[src/rtl/nv_xfer_seq.sv]
module nv_xfer_seq #(
  parameter int DLY_CYC   = 4,
  parameter int STORE_CYC = 6,
  parameter int CLR_CYC   = 3,
  parameter int XFER_CYC  = 5
) (
  input  logic clk,
  input  logic rst_n,
  input  logic pwr_low,
  input  logic hw_req_n,
  input  logic sw_store,
  input  logic sw_recall,
  input  logic host_rd,
  input  logic host_wr,
  output logic rd_grant,
  output logic wr_grant,
  output logic host_busy,
  output logic busy_pull,
  output logic cap_disc,
  output logic st_en,
  output logic clr_en,
  output logic xfer_en,
  output logic dirty
);
  localparam int M1 = (DLY_CYC > STORE_CYC) ? DLY_CYC : STORE_CYC;
  localparam int M2 = (CLR_CYC > XFER_CYC) ? CLR_CYC : XFER_CYC;
  localparam int MAXC = (M1 > M2) ? M1 : M2;
  localparam int CW = $clog2(MAXC + 1);

  typedef enum logic [2:0] {S_IDLE, S_GRACE, S_STORE, S_CLR, S_XFER} st_t;

  st_t st;
  logic [CW-1:0] cnt;
  logic pend_st, pend_rc;
  logic last;

  assign last      = (cnt == '0);
  assign st_en     = (st == S_STORE);
  assign clr_en    = (st == S_CLR);
  assign xfer_en   = (st == S_XFER);
  assign busy_pull = st_en;
  assign host_busy = st_en | clr_en | xfer_en;
  assign rd_grant  = host_rd & ~host_busy;
  assign wr_grant  = host_wr & ~host_busy & hw_req_n;

  always_ff @(posedge clk or negedge rst_n) begin
    if (!rst_n) begin
      st       <= S_CLR;
      cnt      <= CW'(CLR_CYC - 1);
      dirty    <= 1'b0;
      pend_st  <= 1'b0;
      pend_rc  <= 1'b0;
      cap_disc <= 1'b0;
    end else begin
      if (pwr_low) cap_disc <= 1'b1;
      if (wr_grant) dirty <= 1'b1;
      if (sw_store) pend_st <= 1'b1;
      if (sw_recall) pend_rc <= 1'b1;
      case (st)
        S_IDLE: begin
          if ((pwr_low && dirty) || sw_store || pend_st) begin
            st      <= S_STORE;
            cnt     <= CW'(STORE_CYC - 1);
            pend_st <= 1'b0;
          end else if (!hw_req_n && dirty) begin
            st  <= S_GRACE;
            cnt <= CW'(DLY_CYC - 1);
          end else if (sw_recall || pend_rc) begin
            st      <= S_CLR;
            cnt     <= CW'(CLR_CYC - 1);
            pend_rc <= 1'b0;
          end
        end
        S_GRACE: begin
          if (last) begin
            st      <= S_STORE;
            cnt     <= CW'(STORE_CYC - 1);
            pend_st <= 1'b0;
          end else cnt <= cnt - 1'b1;
        end
        S_STORE: begin
          if (last) begin
            st    <= S_IDLE;
            dirty <= 1'b0;
          end else cnt <= cnt - 1'b1;
        end
        S_CLR: begin
          if (last) begin
            st  <= S_XFER;
            cnt <= CW'(XFER_CYC - 1);
          end else cnt <= cnt - 1'b1;
        end
        S_XFER: begin
          if (last) begin
            st    <= S_IDLE;
            dirty <= 1'b0;
          end else cnt <= cnt - 1'b1;
        end
        default: st <= S_IDLE;
      endcase
    end
  end

  a_r2_dirty_set: assert property (@(posedge clk) disable iff (!rst_n)
    wr_grant |=> dirty);
  a_r2_dirty_clear: assert property (@(posedge clk) disable iff (!rst_n)
    ($fell(st_en) || $fell(xfer_en)) |-> !dirty);
  a_r9_clear_first: assert property (@(posedge clk) disable iff (!rst_n)
    $rose(xfer_en) |-> $past(clr_en));
  a_r10_one_op: assert property (@(posedge clk) disable iff (!rst_n)
    $onehot0({st_en, clr_en, xfer_en}));
  a_r5_wr_inhibit: assert property (@(posedge clk) disable iff (!rst_n)
    !hw_req_n |-> !wr_grant);
  a_r3_store_cause: assert property (@(posedge clk) disable iff (!rst_n)
    $rose(st_en) |-> ($past(dirty) || $past(sw_store) || $past(pend_st)));
  a_r3_disc_sticky: assert property (@(posedge clk) disable iff (!rst_n)
    cap_disc |=> cap_disc);
endmodule

[config.mk]
export PLATFORM = sky130hd
export DESIGN_NAME = nv_xfer_seq
export DESIGN_NICKNAME = d
export VERILOG_FILES = /design/src/rtl/nv_xfer_seq.sv
export SDC_FILE = /design/constraint.sdc
export NUM_CORES = 1
export LEC_CHECK = 0
export ABC_CLOCK_PERIOD_IN_PS = 1500
export BUFFER_PORTS_ARGS = -buffer_cell sky130_fd_sc_hd__buf_2
export CORE_ASPECT_RATIO = 1.4
export CORE_MARGIN = 3
export CORE_UTILIZATION = 30
export CTS_CLUSTER_SIZE = 24
export DETAILED_ROUTE_END_ITERATION = 8
export GPL_TIMING_DRIVEN = 0
export PLACE_DENSITY = 0.55
export SYNTH_ARGS = -nofsm -noshare
export SYNTH_HDL_FRONTEND = slang
export SYNTH_SLANG_ARGS = --single-unit
[constraint.sdc]
create_clock -name clk -period 1.5 [get_ports clk]
set_input_delay 0 -clock clk [delete_from_list [all_inputs] [get_ports clk]]
set_output_delay 0 -clock clk [all_outputs]
set_load 0.005 [all_outputs]
==> impl_metrics.env <==
export IMPL_power_density_mw_per_mm2=2390
export IMPL_setup_ws_ns=-0.111
export IMPL_wirelength_um=2160
export IMPL_antenna_left=0
export IMPL_synthSimpleGateAreaFrac=0.230
export IMPL_yosys_register_bits=10
export IMPL_p_leak_uw=0.000467
export IMPL_synth_area_top_cells="dfrtp_1, dfstp_2, nor2_1"
export IMPL_portBuffers=16
export IMPL_avgRoutedWirePerCell_um=14.4
export IMPL_finClkSkew_ns=0.00512
export IMPL_place_ws_ns=-0.253
export IMPL_fmax_mhz=621
export IMPL_grt_first_pass_wirelength_um=3490
export IMPL_crit_slowest_cell="or4_4"
export IMPL_place_congestion=0.780
export IMPL_maxSlewHeadroom=0.733
export IMPL_cts_root_buf="clkbuf_4"
export IMPL_clock_sinks=10
export IMPL_hold_path_class="primary input to register"
export IMPL_grt_pass1_vias=799
export IMPL_synth_edff_count=0
export IMPL_max_stage_delay_ns=0.50
export IMPL_stdcell_count=150
export IMPL_antenna_found_initial=0
export IMPL_drive_above_1_share=0.530
export IMPL_vdd_drop_max_v=0.00103
export IMPL_crit_required_ns=1.63
export IMPL_synthAdderAreaFrac=0.0463
export IMPL_coreArea_mm2=0.00228
export IMPL_violations="negative setup slack"
export IMPL_drc=0
export IMPL_nets=128
export IMPL_status="finished, violations left"
export IMPL_cp_end_kind="register"
export IMPL_hold_path_cell_count=3
export IMPL_grt_usage=0.144
export IMPL_h_tree_depth=1
export IMPL_max_clock_path_buffers=2
export IMPL_drt_pre_antenna_iters=4
export IMPL_yosysSeqAreaShare=0.336
export IMPL_synth_compound_area_frac=0.296
export IMPL_diodes=0
export IMPL_worstPathCellList="or4_4, a21oi_4, o311ai_4, o221ai_2, a31oi_1"
export IMPL_die_area_mm2=0.00317
export IMPL_yosysTopAreaCell="dfrtp_1"
export IMPL_worstPathArrival_ns=1.74
export IMPL_async_flop_share=1.00
export IMPL_insertion_delay_ns=0.27
export IMPL_synth_warning_count=0
export IMPL_initial_core_util=0.332
export IMPL_dp_hpwl_um=1420
export IMPL_synth_top_family_by_area="compound AO/OA/AOI/OAI gates"
export IMPL_synth_common_cells="nor2_1, a21oi_1, dfrtp_1"
export IMPL_num_vias=769
export IMPL_synthMuxAreaShare=0.0132
export IMPL_gr_total_overflow=0
export IMPL_grt_max_degree=11
export IMPL_synth_top_area_frac=0.231
export IMPL_synth_most_common_cell="nor2_1"
export IMPL_ys_types=35
export IMPL_r2r_cells=5
export IMPL_setup_viol=4
export IMPL_drt_iter0_drc=31
export IMPL_rsz0062_at_grt="true"
export IMPL_n_fill_cell=209
export IMPL_placed_cells=135
export IMPL_areaGrowthSynthToFinish_pct=52.4
export IMPL_post_route_min_period_ns=1.61
export IMPL_seq_area_um2=256
export IMPL_hold_violations=0
export IMPL_syn_cell_area_um2=757
export IMPL_crit_type="register to register"
export IMPL_tightest_slew_ns=0.398
export IMPL_synth_xor_area_share=0.0231
export IMPL_path_clk_slew_ns=0.07
export IMPL_routed_via_density=5.13
export IMPL_drv_slew=0
export IMPL_synth_cells=86
export IMPL_drv_cap=0
export IMPL_cts_buffers=3
export IMPL_fin_crit_sh=1.07
export IMPL_die_h_um=65.4
export IMPL_worstPathMaxFanout=6
export IMPL_syn_area_per_cell_um2=8.80
export IMPL_die_w_um=48.5
export IMPL_cp_start_kind="register"
export IMPL_synthFlopType="dfrtp_1"
export IMPL_multiInputGateArea_um2=567
export IMPL_rows=20
export IMPL_io_pins=17
export IMPL_cts_tree="built"
export IMPL_syn_nets=96
## what timing repair did
| item | 4_1_cts | 5_1_grt |
|---|---|---|
| hold endpoints to repair | 12 | 0 |
| pin swaps | 4 | 8 |
| buffers inserted | 4 | 4 |
| setup endpoints to repair | 10 | 7 |
| resized for setup | 23 | 13 |
| hold buffers | 3 | 0 |
## sequential cells by signal, indices dropped and copies added (netlist names)
signal / flops
pend_rc: 1
pend_st: 1
cnt: 3
dirty: 1
cap_disc: 1
st: 3
## cells by family (layout without fill, tap and decap cells)
family,count (synthesis),in the layout
simple gates,34,34
compound gates,28,28
flops,10,10
buf+inv,8,39
fa+ha+maj,3,3
xor+xnor,2,2
mux,1,1
## worst max-delay path, delay by kind of cell (launching register included)
family	cells	cell delay, ns
AO/OA/AOI/OAI	4	0.59
AND/OR/NAND/NOR	1	0.50
flip-flops	1	0.38
## area by class of cell
cell class                 count  share of cell area
multi-input combinational     68               0.491
clock buffer                   4              0.0315
tap                           33              0.0358
inverter                       3             0.00976
buffer                         5              0.0369
sequential                    10               0.222
timing repair buffer          27               0.172
## layer usage
layer  vias up  part of all wire  track usage  wire (µm)
li1        380                 -            -          -
met1       368              0.38        0.145        828
met2        15              0.57        0.286       1240
met3         6             0.017       0.0204         37
met4         0             0.028       0.0676         61
met5         -                 0            0          0
## metrics by stage
stage	area, µm²	TNS, ns	hold WS, ns	power, µW	util
3_3_place_gp	887	-0.519	-0.124	1870	0.390
6_report	1150	-0.198	0.0454	2760	0.507
5_1_grt	1150	-0.695	0.106	2980	0.507
3_5_place_dp	887	-0.556	-0.118	1880	0.390
4_1_cts	1060	-0.156	0.0373	2460	0.468
2_1_floorplan	766	-0.0106	-0.296	1550	-
## layout by cell type, fill, tap and decap left out, types with 2 or more instances in the layout
cell type,count
dfstp_2,3
a22oi_1,2
nand2_1,5
a21oi_4,2
dfrtp_1,5
clkbuf_4,3
nor3_1,2
buf_2,12
a31oi_1,4
and2_4,2
inv_2,3
nor2_1,10
ha_4,2
dfrtp_2,2
o31ai_1,3
dlygate4sd3_1,3
a21oi_1,7
buf_6,7
nor2b_4,3
nor2_4,2
buf_4,9
## final timing paths
| check | startpoint | to | slack (ns) |
|---|---|---|---|
| worst max-delay path | pend_rc | cnt[0] | -0.11 |
| min in group asynchronous | rst_n | pend_st | 0.12 |
| worst min register to register | cap_disc | cap_disc | 0.47 |
| worst min-delay path | sw_store | pend_st | 0.05 |
| worst max register to register | pend_rc | cnt[0] | -0.11 |
| max in group asynchronous | rst_n | cnt[1] | 1.12 |
## report_power, final
group          internal, µW  switching [µW]
Clock                   147             100
Combinational          1020             899
Sequential              426             165
Total                  1590            1160
(Power assumes the default switching activity.)
